===== src/rtl/simd_pkg.sv =====
package simd_pkg;

    typedef enum logic [1:0] {
        LANE_B8  = 2'b00,
        LANE_W16 = 2'b01,
        LANE_D32 = 2'b10,
        LANE_Q64 = 2'b11
    } lane_e;

    typedef enum logic [1:0] {
        ARITH_WRAP = 2'b00,
        ARITH_USAT = 2'b01,
        ARITH_SSAT = 2'b10,
        ARITH_RSVD = 2'b11
    } arith_e;

endpackage


===== src/rtl/simd_slice_chain.sv =====
module simd_slice_chain #(
    parameter int SLICE_W = 8,
    parameter int NSLICE  = 8,
    parameter int MODE_W  = 2,
    localparam int DATA_W = SLICE_W * NSLICE
) (
    input  logic [DATA_W-1:0] a_in,
    input  logic [DATA_W-1:0] b_in,
    input  logic              do_sub,
    input  logic [MODE_W-1:0] width_sel,
    output logic [DATA_W-1:0] raw_sum,
    output logic [NSLICE-1:0] slice_cout,
    output logic [NSLICE-1:0] slice_sovf
);

    logic [NSLICE-1:0] slice_start;

    // A slice starts a new lane when its index is a multiple of the lane span.
    always_comb begin
        for (int i = 0; i < NSLICE; i++) begin
            slice_start[i] = ((i % (1 << width_sel)) == 0);
        end
    end

    always_comb begin
        logic              carry;
        logic [SLICE_W-1:0] av, bv;
        logic [SLICE_W:0]   s9;
        carry = do_sub;
        for (int i = 0; i < NSLICE; i++) begin
            if (slice_start[i]) carry = do_sub;
            av = a_in[i*SLICE_W +: SLICE_W];
            bv = do_sub ? ~b_in[i*SLICE_W +: SLICE_W] : b_in[i*SLICE_W +: SLICE_W];
            s9 = {1'b0, av} + {1'b0, bv} + {{SLICE_W{1'b0}}, carry};
            raw_sum[i*SLICE_W +: SLICE_W] = s9[SLICE_W-1:0];
            slice_cout[i] = s9[SLICE_W];
            slice_sovf[i] = (av[SLICE_W-1] == bv[SLICE_W-1]) &&
                            (s9[SLICE_W-1] != av[SLICE_W-1]);
            carry = s9[SLICE_W];
        end
    end

endmodule


===== src/rtl/simd_clamp.sv =====
module simd_clamp
    import simd_pkg::*;
#(
    parameter int SLICE_W = 8,
    parameter int NSLICE  = 8,
    parameter int MODE_W  = 2,
    localparam int DATA_W = SLICE_W * NSLICE,
    localparam int IDX_W  = (NSLICE > 1) ? $clog2(NSLICE) : 1
) (
    input  logic [DATA_W-1:0] raw_sum,
    input  logic [NSLICE-1:0] slice_cout,
    input  logic [NSLICE-1:0] slice_sovf,
    input  logic              do_sub,
    input  arith_e            arith,
    input  logic [MODE_W-1:0] width_sel,
    output logic [DATA_W-1:0] clamped
);

    logic [IDX_W-1:0] span;
    assign span = IDX_W'((1 << width_sel) - 1);

    for (genvar i = 0; i < NSLICE; i++) begin : g_byte
        logic [IDX_W-1:0]   top;
        logic               is_top;
        logic               u_ovf;
        logic               s_ovf;
        logic               neg_clip;
        logic [SLICE_W-1:0] own;

        assign top      = IDX_W'(i) | span;
        assign is_top   = (IDX_W'(i) == top);
        assign u_ovf    = do_sub ? ~slice_cout[top] : slice_cout[top];
        assign s_ovf    = slice_sovf[top];
        // overflowed result sign is inverted: msb 0 means it wrapped negative-to-positive
        assign neg_clip = ~raw_sum[top*SLICE_W + SLICE_W - 1];
        assign own      = raw_sum[i*SLICE_W +: SLICE_W];

        always_comb begin
            unique case (arith)
                ARITH_USAT: begin
                    if (u_ovf) clamped[i*SLICE_W +: SLICE_W] = do_sub ? '0 : '1;
                    else       clamped[i*SLICE_W +: SLICE_W] = own;
                end
                ARITH_SSAT: begin
                    if (!s_ovf)       clamped[i*SLICE_W +: SLICE_W] = own;
                    else if (neg_clip) clamped[i*SLICE_W +: SLICE_W] =
                        is_top ? {1'b1, {(SLICE_W-1){1'b0}}} : '0;
                    else               clamped[i*SLICE_W +: SLICE_W] =
                        is_top ? {1'b0, {(SLICE_W-1){1'b1}}} : '1;
                end
                ARITH_WRAP, ARITH_RSVD: clamped[i*SLICE_W +: SLICE_W] = own;
                default:                clamped[i*SLICE_W +: SLICE_W] = own;
            endcase
        end
    end

endmodule


===== src/rtl/simd_sat_add.sv =====
module simd_sat_add
    import simd_pkg::*;
#(
    parameter int SLICE_W = 8,
    parameter int NSLICE  = 8,
    parameter int MODE_W  = 2,
    localparam int DATA_W = SLICE_W * NSLICE
) (
    input  logic              clk,
    input  logic              rst_n,
    input  logic              in_valid,
    input  logic [MODE_W-1:0] lane_mode,
    input  logic              op_sub,
    input  logic [1:0]        sat_mode,
    input  logic [DATA_W-1:0] src_a,
    input  logic [DATA_W-1:0] src_b,
    output logic              out_valid,
    output logic [DATA_W-1:0] result
);

    arith_e            arith;
    logic [DATA_W-1:0] raw_sum;
    logic [DATA_W-1:0] clamped;
    logic [NSLICE-1:0] slice_cout;
    logic [NSLICE-1:0] slice_sovf;

    assign arith = arith_e'(sat_mode);

    simd_slice_chain #(.SLICE_W(SLICE_W), .NSLICE(NSLICE), .MODE_W(MODE_W)) i_chain (
        .a_in       (src_a),
        .b_in       (src_b),
        .do_sub     (op_sub),
        .width_sel  (lane_mode),
        .raw_sum    (raw_sum),
        .slice_cout (slice_cout),
        .slice_sovf (slice_sovf)
    );

    simd_clamp #(.SLICE_W(SLICE_W), .NSLICE(NSLICE), .MODE_W(MODE_W)) i_clamp (
        .raw_sum    (raw_sum),
        .slice_cout (slice_cout),
        .slice_sovf (slice_sovf),
        .do_sub     (op_sub),
        .arith      (arith),
        .width_sel  (lane_mode),
        .clamped    (clamped)
    );

    always_ff @(posedge clk or negedge rst_n) begin
        if (!rst_n) begin
            out_valid <= 1'b0;
            result    <= '0;
        end else begin
            out_valid <= in_valid;
            if (in_valid) result <= clamped;
        end
    end

    // valid tracks the previous cycle's input valid
    assert_valid_follows_R6: assert property (@(posedge clk) disable iff (!rst_n)
        in_valid |=> out_valid);
    assert_valid_drops_R6: assert property (@(posedge clk) disable iff (!rst_n)
        !in_valid |=> !out_valid);

    // result is held across idle cycles
    assert_hold_idle_R7: assert property (@(posedge clk) disable iff (!rst_n)
        !in_valid |=> $stable(result));

    // full-width wrap add equals plain modular sum
    assert_wrap_quad_R2: assert property (@(posedge clk) disable iff (!rst_n)
        (in_valid && lane_mode == MODE_W'(3) && arith == ARITH_WRAP && !op_sub)
        |=> result == $past(src_a + src_b));

    // unsigned saturating add never falls below the first operand
    assert_usat_add_floor_R3: assert property (@(posedge clk) disable iff (!rst_n)
        (in_valid && lane_mode == MODE_W'(3) && arith == ARITH_USAT && !op_sub)
        |=> result >= $past(src_a));

    // unsigned saturating subtract never exceeds the first operand
    assert_usat_sub_ceiling_R4: assert property (@(posedge clk) disable iff (!rst_n)
        (in_valid && lane_mode == MODE_W'(3) && arith == ARITH_USAT && op_sub)
        |=> result <= $past(src_a));

endmodule


===== config.mk =====
export PLATFORM = sky130hd
export DESIGN_NAME = simd_sat_add
export DESIGN_NICKNAME = d
export VERILOG_FILES = /design/src/rtl/simd_pkg.sv /design/src/rtl/simd_slice_chain.sv /design/src/rtl/simd_clamp.sv /design/src/rtl/simd_sat_add.sv
export SDC_FILE = /design/constraint.sdc
export NUM_CORES = 1
export LEC_CHECK = 0
export BUFFER_PORTS_ARGS = -buffer_cell sky130_fd_sc_hd__buf_2
export CELL_PAD_IN_SITES_DETAIL_PLACEMENT = 1
export CELL_PAD_IN_SITES_GLOBAL_PLACEMENT = 2
export CORE_MARGIN = 2
export CORE_UTILIZATION = 35
export DETAILED_ROUTE_END_ITERATION = 6
export PLACE_DENSITY = 0.95
export SETUP_SLACK_MARGIN = 0.05
export SYNTH_ARGS = -nofsm -noshare
export SYNTH_HDL_FRONTEND = slang
export SYNTH_SLANG_ARGS = --single-unit

===== constraint.sdc =====
create_clock -name clk -period 1.8 [get_ports clk]
set_input_delay 0.36 -clock clk [delete_from_list [all_inputs] [get_ports clk]]
set_output_delay 0.36 -clock clk [all_outputs]
set_load 0.01 [all_outputs]

== Yosys cells after proc, flatten, opt, wreduce, memory -nomap -nowiden ==
Index checks and enable logic that the tools add are counted.
Widths: inputs -> output; s select.
Storage, ports and cells
  register bits after elaboration: 65
  bits in latches: 0
  memory bits (writable): 0
  ROM bits: 0
  word-level logic and storage cells: 223
  memories: 0
Operators by class
  add/sub/neg operators: 31
  $mul: 0
  divide/modulo/power cells: 7
  order comparisons: 14
  equality and inequality tests: 19
  shift-type cells: 1
  multiplexer cells: 112
  bitwise gates (word level): 16
  reduce and logical (&&, ||, !) cells: 21
Operators with widths (number)
  $mux 8: 47
  $logic_not 32->1: 7
  $lt 32x7->1 const B: 7
  $sub 32x1->32 const B: 7
  $pmux 8 s3: 8
  $mod 4x32->32 const A: 4
  $add 8x8->9: 8
  $add 9x1->9: 8
  $mod 3x32->32 const A: 2
  $not 8->8: 8
  $add 6x4->7 const B: 7
  $bmux 1 s6: 7
  $mux 1: 42
  $mod 2x32->32 const A: 1
  $shl 1x2->32 const A: 1
  $lt 3x4->1 const B: 7
  $bmux 1 s2: 6
  $eq 1x1->1: 8
  $logic_and 1x1->1: 8
  $logic_not 2->1: 4
  $ne 1x1->1: 8
  $not 1->1: 8
  $bmux 1 s3: 2
  $eq 2x2->1 const B: 2
  4 further kinds: 4

== Logic depth before layout (Yosys ltp) ==
Gate-level depths: netlist of the first run.
  depth in word-level cells: 24
  depth in mapped cells: 93
  mapped depth without buffers: 88

== Cells and area by module ==
A second synthesis of the first run with hierarchy kept.
Unflattened totals
  cells, all modules: 1032
  area, all modules: 9176.3 um2
By module, submodules not included
  simd_slice_chain: instances 1, cells an instance 580, area an instance 4520.6 um2, seq. area each 0.0 um2
  simd_sat_add: instances 1, cells an instance 136, area an instance 2703.8 um2, seq. area each 1626.6 um2
  simd_clamp: instances 1, cells an instance 316, area an instance 1951.9 um2, seq. area each 0.0 um2

== Worst setup path before layout of the first run ==
No wires, ideal clock.
  path kind: input to register
  from: input op_sub
  to: register result[15]
  setup time: 0.125 ns
  arrival time: 17.277 ns
  required time: 1.675 ns
  slack: -15.601 ns
  stages on the path: 92
  path buffers: 6
  path through: clkbuf_1 > clkbuf_1 > buf_1 > buf_1 > buf_1 > xor2_1 > ha_1 > o21ai_0 > a21boi_0 > o21ai_0 > nand2b_1 > a21o_1 > a21oi_1 > a21oi_1 > fa_1 > fa_1 > a21oi_1 > nor2_1 > [56 not listed] > a21oi_1 > a21oi_1 > fa_1 > fa_1 > a21oi_1 > nor2_1 > nor2_1 > o21bai_1 > a21oi_1 > o21bai_1 > a21oi_1 > buf_2 > mux2_2 > nor2_1 > a31oi_1 > maj3_1 > a21oi_1 > mux2_2
On the way
  longest elaborated chain between the ends: 23
  elaborated cells on any way between the ends: 56
  classes of those cells: 16 x add/sub; 8 x eq/ne; 27 x mux; 1 x bitwise; 4 x reduce/logical
Ends and longest elaborated chain
  start: declaration: line simd_sat_add.sv:13  | input logic op_sub,
  parallel branches: the longest is 22 deep, another holds $add 8x8->9
  $pmux 8 s3 *: line simd_clamp.sv:39  | unique case (arith)
  end signal: assignment: line simd_sat_add.sv:55  | if (in_valid) result <= clamped;
  end: declaration: line simd_sat_add.sv:18  | output logic [DATA_W-1:0] result
Every way passes the cells marked *. The select of a mux whose other input is x is not followed.
A chain may end at the register's enable or synchronous reset.

== Final worst setup path of the first run ==
  from: input src_b[0]
  to: register result[5]
On the way
  longest elaborated chain between the ends: 24
  elaborated cells on any way between the ends: 46
  classes of those cells: 9 x add/sub; 8 x eq/ne; 19 x mux; 2 x bitwise; 8 x reduce/logical
Ends and longest elaborated chain
  start: declaration: line simd_sat_add.sv:16  | input logic [DATA_W-1:0] src_b,
  $not 8->8: line simd_slice_chain.sv:33  | bv = do_sub ? ~b_in[i*SLICE_W +: SLICE_W] : b_in[i*SLICE_W +: SLICE_W];
  $mux 8 *: line simd_slice_chain.sv:33
  $add 8x8->9 *: line simd_slice_chain.sv:34  | s9 = {1'b0, av} + {1'b0, bv} + {{SLICE_W{1'b0}}, carry};
  $add 9x1->9 *: line simd_slice_chain.sv:34
  parallel branches: the longest is 19 deep, another holds $add 9x1->9
  $pmux 8 s3 *: line simd_clamp.sv:39
Marks and branches as above.

==> results of run 1 <==
==> worst max-delay path: cells and delay by family <==
kind,cells,cell delay (ns)
AOI/OAI and AO/OA,55,9.26
adders and majority gates,14,5.62
and+or+nand+nor,15,1.75
buffers and inverters,6,0.92
muxes,1,0.24
xor gates and xnor gates,1,0.13
==> per-stage QoR <==
stage                     hold WS (ns)  setup WS, ns
final                            0.325        -16.32
after global routing             0.319        -16.53
after CTS                        0.312        -13.50
after detailed placement         0.357        -14.47
after global placement           0.347        -13.74
after floorplan                 0.0644        -13.28
==> Yosys cell counts (6+ instances only) <==
cell,count
nand3_1,12
nand2b_1,7
dfrtp_1,65
a22o_1,8
inv_1,67
nor3_1,14
a21o_1,16
nor2_1,104
a21oi_1,121
mux2i_1,9
a31oi_1,11
a221oi_1,14
fa_1,15
o21ai_0,56
nand2_1,65
xnor2_1,57
o21bai_1,30
clkbuf_1,45
mux4_2,6
ha_1,72
a211oi_1,19
xor2_1,75
a311oi_1,8
maj3_1,38
buf_1,10
o2bb2ai_1,6
o211ai_1,6
mux2_2,24
a21boi_0,8
==> power by group <==
part           switching, µW  internal (µW)
logic                   6340           5130
registers                396           1820
clock network           1060           1160
total                   7790           8110
==> routing by layer <==
metal	wire, µm	part of all wire [%]
met1	24300	34
met2	30900	43
met3	9250	13
met4	7880	11
met5	27	0.037
==> registers in the layout, summed over array words and instances, names as in the netlist <==
name	cells
out_valid	1
result	64
==> cell type report <==
class,count,area [µm²],area share [%]
Sequential cell,65,1630,10.1
Antenna cell,6,15.0,0.0931
Clock inverter,5,60.1,0.372
Timing Repair Buffer,713,5170,32.0
Multi-Input combinational cell,914,8320,51.6
Inverter,71,267,1.65
Tap cell,330,413,2.56
Clock buffer,11,253,1.57
==> path summary, 6_finish.rpt <==
| kind | from | endpoint | slack, ns | cells after the start |
|---|---|---|---|---|
| setup / recovery | src_b[0] | result[5] | -16.32 | 92 |
| hold / removal | in_valid | result[1] | 0.33 | 2 |
| setup reg to reg | result[10] | result[10] | 0.63 | 2 |
| hold reg to reg | result[41] | result[41] | 0.52 | 2 |
| max in group asynchronous | rst_n | result[6] | 0.63 | 3 |
| min in group asynchronous | rst_n | result[15] | 0.50 | 2 |
==> what timing repair did <==
item / 4_1_cts / 5_1_grt
gates cloned: 0 / 0
hold endpoints to repair: 30 / 0
setup endpoints to repair: 64 / 64
resized for setup: 87 / 246
buffers inserted: 186 / 62
pin swaps: 71 / 94
hold buffers: 1 / 0
==> cells by family after synthesis <==
family / count (synthesis)
simple gates: 239
buf+inv: 135
fa+ha+maj: 125
compound gates: 378
mux: 39
flops: 65
xor+xnor: 133
==> reports/summary.md, run 1 <==
The die covers 27300 µm². Once layout is complete, the utilization of the core stands at 63.7%. The total detailed-routing wirelength was 72400 µm. After the first detailed-routing iteration, the DRC count stood at 2091. Share of layout cells above drive strength 1: 58.9%. The leakage power total is 0.00760 µW, and the xor-xnor portion of the synthesized cell area is 12.9%. The layer flagged by global routing as most heavily used is met2. The synthesized instance count is 1114.

The share of synthesized area occupied by flip-flops and latches was 17.9%; the CTS clock-pin slew for the worst setup and hold paths was 0.09 ns. The tools report the vias after detailed routing as 14.4k. Dominant register cell in the synthesized netlist: dfrtp_1. Leaving out fill and tap cells, the most frequent cell in the layout is buf_4. The cell that appears most often on the critical path is a21oi_2. The number of different library cells used by synthesis comes to 89. Synthesis produced a netlist with a net count of 1337. The critical path in this run is classified as in2reg. After synthesis, the share of cell area in mux cells is 5.45%.

Setup repair after global routing could not meet its margin everywhere. The final setup skew was 0 ns; the number of vias per cell after detailed routing was 6.81. For the number of failing hold endpoints at the final stage, the log shows 0.

The netlist area before placement is 9080 µm². Number of flops mapped to enable cells by yosys: 0. Summed over all instances, the cell type with the most area after synthesis is dfrtp_1.

The clock passes through at most 2 buffers. Once the floorplan was initialized, standard cells occupied 35.9% of the core. The top achievable clock speed came out at 55.2 MHz. The count of buffers added on input and output ports is 200.

The number of CTS-inserted buffers is 9. After Yosys synthesis, full adders, half adders and majority gates account for 17.4% of the synthesized area. CTS saw 65 sinks.

Setup violations remaining at the end of the flow were counted as 64. The tools report the number of top-level design ports as 201. The tools report the global-route met1 utilization as 43.6%.

Fill cells in the final layout number 2947. The logs give 2115 for the final standard cell count with taps included and fillers excluded and 0 for the number of nets with antenna violations after detailed routing. For the via count of the first global-routing pass, the log shows 14.0k.

TritonCTS built the clock tree. The worst IR drop on VDD was 0.659 mV. Headroom to the max-slew limit came out at 5.97%. For this run, global-route usage on met3 was measured as 8.44%.

For the final routed database, the setup TNS stands at -1006.55 ns. Power spread over the standard cell area amounts to 987 nW/µm². Leaving out fill and tap cells, the most frequent cells in the layout are 469 x buf_4, 195 x buf_2, 75 x nor2_1, 72 x xor2_1, 70 x ha_1.

Initial antenna violation count: 6. In this run the cell area measured after placement is 12700 µm². After synthesis, the largest family of logic cells by area is compound AO/OA/AOI/OAI gates.

The DRC violations left was 19. In this run the worst path has a maximum fanout of 6. In the global route stage, met2 resource usage came out at 66.1%. The vertical die dimension is 165 µm. For this run, the detailed router's first-pass iteration total came to 7.

The post-detailed-placement half-perimeter wirelength was 29600 µm; the synthesized area divided by synthesized cell count was 8.16 µm². After synthesis, the share of flip-flops with an asynchronous set or reset is 100%. The stage delay of the slowest cell on the critical path was 0.64 ns; the compound-gate portion of the synthesized area was 28.5%. The completed layout was analyzed and its total power is 15900 µW. Once placement completed, the tool counted placed cells totaling 1859. In this run the horizontal extent of the chip is 165 µm.

The simple-gate share of the synthesized area works out to 11.9%. Entering global routing, the biggest net connects 51 pins. The tools report the number of H-tree levels as 3. The worst hold path belongs to the class in2reg. From synthesis to final layout, the design area changed by 77.5%. The synthesized design contains 65 register bits. The final global-route overflow total was 0. The smallest setup slack after layout is -16.32 ns. Nature of the critical path endpoint: a flop. For the wire length of the first global-routing pass, the log shows 81200 µm. The floorplan has 58 rows. Max-cap violations in this run came to 0. The max-slew violation count was 0; the area share of the largest cell type after synthesis was 17.9%. The actual slew at the worst max-slew pin is 1.40 ns, and the worst-skew pair later-pin latency is 0.40 ns. After routing the design area is 16100 µm².

The final critical-path required period is 18.12 ns, and the final critical-path share of the clock period is 1010%. The run gives 25300 µm² as the placeable core area. Global router's overall resource usage: 39.1%.

The flow ran to the end, but the final reports show violations. In the final design database the tool counted 1997 nets. Data on the critical path is required at its endpoint by 2.07 ns.

The master cell of the clock root buffer was clkbuf_16. Ranked by total cell area, the synthesized netlist is headed by dfrtp_1 18%, ha_1 9.9%, xor2_1 7.2%, a21oi_1 6.7%, xnor2_1 5.5%. The worst setup path is launched from an input port.

The slowest stage of the critical path is the o21ai_0 cell. The last weighted congestion value of the routability-driven placer is 0.916. The checks that failed: DRC, setup timing. Data on the critical path arrives at its endpoint at 18.39 ns. The tools report the synthesis warning total as 0. Dividing the detail-routed wire length by the instance count gives 34.2 µm.
(Power assumes the default switching activity.)
==> inputs of run 2 (changes only) <==
--- a/config.mk
+++ b/config.mk
@@ -5,7 +5,7 @@
 export SDC_FILE = /design/constraint.sdc
 export NUM_CORES = 1
 export LEC_CHECK = 0
-export BUFFER_PORTS_ARGS = -buffer_cell sky130_fd_sc_hd__buf_2
+export BUFFER_PORTS_ARGS = -buffer_cell sky130_fd_sc_hd__buf_4
 export CELL_PAD_IN_SITES_DETAIL_PLACEMENT = 1
 export CELL_PAD_IN_SITES_GLOBAL_PLACEMENT = 2
 export CORE_MARGIN = 2
==> run 2 against run 1 <==
- the run ends with DRC, hold timing, setup timing left
- power shrank 10%
- utilization shrank 3.1 points
- first-iteration DRC count shrank 34%
- die area unchanged
- sequential share of layout area grew 0.52 points
- via count shrank 12%
- wire length down 18%
- hold slack got worse by 0.33 ns
- count of clock-buffer cells in the layout unchanged
- clock skew unchanged
- sequential cell count unchanged
==> reports/summary.md, run 2 (synthesis gave the netlist of run 1 again) <==
The vertical die dimension works out to 165 µm. The number of vias per cell after detailed routing came out at 6.46. The library cells used most frequently in the layout, excluding fill and tap cells, are 524 x buf_4, 88 x nor2_1, 73 x xor2_1, 71 x ha_1, 66 x inv_1. The largest registers in the layout are result x64, out_valid x1. After clock tree synthesis, the clock-pin slew on the worst setup and hold paths is 0.07 ns.

TritonCTS built the clock tree. The pin count of the biggest net entering global routing was 53. Dividing total power by cell area gives a power density of 933 nW/µm². In the global route stage, overall resource usage came out at 32.9%. The via count of the first global-routing pass is 12.7k. By instance count, the cell type seen most on the critical path is a21oi_2. The x dimension of the die is 165 µm. Worst min-delay path category: in2async. The slowest stage of the critical path belongs to the cell mux4_2.

The run gives -15.08 ns as the smallest setup slack after layout. Static timing analysis puts the maximum clock frequency at 59.3 MHz. The tree built by TritonCTS fans out to 65 sinks. The stage delay of the slowest cell on the critical path works out to 0.44 ns.

In this run the remaining antenna-violating nets after routing total 0. Setup repair after global routing could not meet its margin everywhere. The relative slew slack was 30.1%. The number of failing hold endpoints at the final stage is 1.

The final reports fail on DRC, hold timing, setup timing. Summing all multi-input logic gate instances after layout gives 8220 µm². The largest buffer count on any clock path is 2, and the final critical-path required period is 16.88 ns.

The first global-routing pass estimated 69100 µm of wire. Final worst hold slack: -0.00436 ns. The worst-skew pair later-pin latency was 0.37 ns; the sequential standard cell area was 1630 µm².

The number of clock buffers added by TritonCTS is 9. Number of flip-flops under the largest register name: 64. Overall power consumption after layout is estimated at 14300 µW.

Final critical-path share of the clock period: 938%. Setup violations remaining at the end of the flow were counted as 64. After detailed placement, the design holds a cell count of 1862. The logs give 2919 for the number of filler instances in the final layout and 201 for the number of top-level design ports. The tools report the violation count after the first detailed-route iteration as 1379.

In this run the worst path has a maximum fanout of 8. Across the routed clock network, the largest skew measured is 0 ns. The max-slew violation count was 0.

Summed over all cells, the static leakage comes to 0.00703 µW. The net count reported at finish was 1851. Type of origin of the critical path: an input port. The path type of the worst setup path is in2reg. The relative area change from synthesis to final layout works out to 68.7%. The floorplan has 58 rows. The tools report the effective utilization at floorplan as 35.9%. Summed over all layers, the global routing overflow is 0. The finished layout holds 1965 standard cells, fillers aside. The most common library cell in the layout ignoring fill and taps is buf_4. The run gives 0.940 as the last weighted congestion value of the routability-driven placer.

The tool flagged a number of max-cap violations equal to 0. During placement, the flow inserted port buffers numbering 200. Across the VDD grid, the largest voltage drop is 0.656 mV. Nature of the critical path endpoint: a flop.

The run gives 25300 µm² as the placeable core area. Data on the critical path arrives at its endpoint at 17.11 ns. The total detailed-routing wirelength was 59500 µm; the critical path data required time was 2.04 ns.

The total iterations of the first detailed-routing run is 7. CTS placed an instance of clkbuf_16 at the clock tree root. The die covers 27300 µm². The final design utilization is 60.5%.

The average wire length per cell after detail routing was 30.3 µm; the actual slew at the worst max-slew pin was 1.04 ns. The share of layout cells above drive strength 1 was 52.9%; the initial antenna violation count was 6. The register with the most flip-flops in the final layout is result.

The tools report the vias after detailed routing as 12.7k. CTS built an H-tree with a depth of 3. For this run, design rule violations remaining after detail routing come to 2. Timing analysis after detailed placement gives a worst setup slack of -14.62 ns.

The post-detailed-placement half-perimeter wirelength is 31200 µm. The run finished, with violations left.
==> run 2: power breakdown <==
| part | internal [µW] | switching (µW) | leakage [µW] |
|---|---|---|---|
| registers | 1830 | 364 | 0.000782 |
| logic | 4660 | 5460 | 0.00611 |
| clock network | 1140 | 838 | 0.000148 |
| total | 7630 | 6660 | 0.00703 |
==> run 2: worst max-delay path: cells and delay by family <==
family          cells  cell delay [ns]
fa+ha+maj          16             6.05
mux                 3             0.96
buf+inv             4             0.62
compound gates     51             7.36
simple gates       17             1.71
==> run 2: path summary, 6_finish.rpt <==
path                            startpoint    endpoint  slack [ns]  cells after the start
worst min-delay path                 rst_n  result[63]      -0.004                      1
min in group clk                  src_a[0]   result[0]        0.42                      4
worst min register to register  result[44]  result[44]        0.52                      2
worst max-delay path              src_b[0]   result[4]      -15.08                     91
worst max register to register  result[39]  result[39]        0.80                      2
max in group asynchronous            rst_n  result[47]        1.23                      2
==> run 2: routing by layer <==
layer / track usage [%] / vias to the layer above / routed length [µm]
met5: 0 / - / 54
li1: - / 5050 / -
met4: 20.7 / 8 / 5770
met1: 35.9 / 6110 / 20500
met2: 58.3 / 1053 / 27200
met3: 6.39 / 480 / 5930
==> run 2: metrics by stage <==
stage                     TNS, ns  instance area, µm²
after floorplan           -834.90                9420
after global placement    -864.98               13200
after detailed placement  -924.34               13200
after CTS                 -881.62               14000
after global routing      -976.68               15300
final                     -948.59               15300
==> run 2: cell type report <==
class	count	area share [%]
Multi-Input combinational cell	914	53.6
Timing Repair Buffer	567	29.3
Sequential cell	65	10.6
Tap cell	330	2.69
Inverter	71	1.74
Clock buffer	11	1.65
Clock inverter	4	0.335
Antenna cell	3	0.0490
==> run 2: repair_timing <==
| item | CTS | global route |
|---|---|---|
| hold buffers | 0 | 0 |
| pin swaps | 51 | 91 |
| resized for setup | 63 | 225 |
| setup endpoints to repair | 64 | 64 |
| setup buffers | 43 | 53 |
| cloned | 0 | 0 |
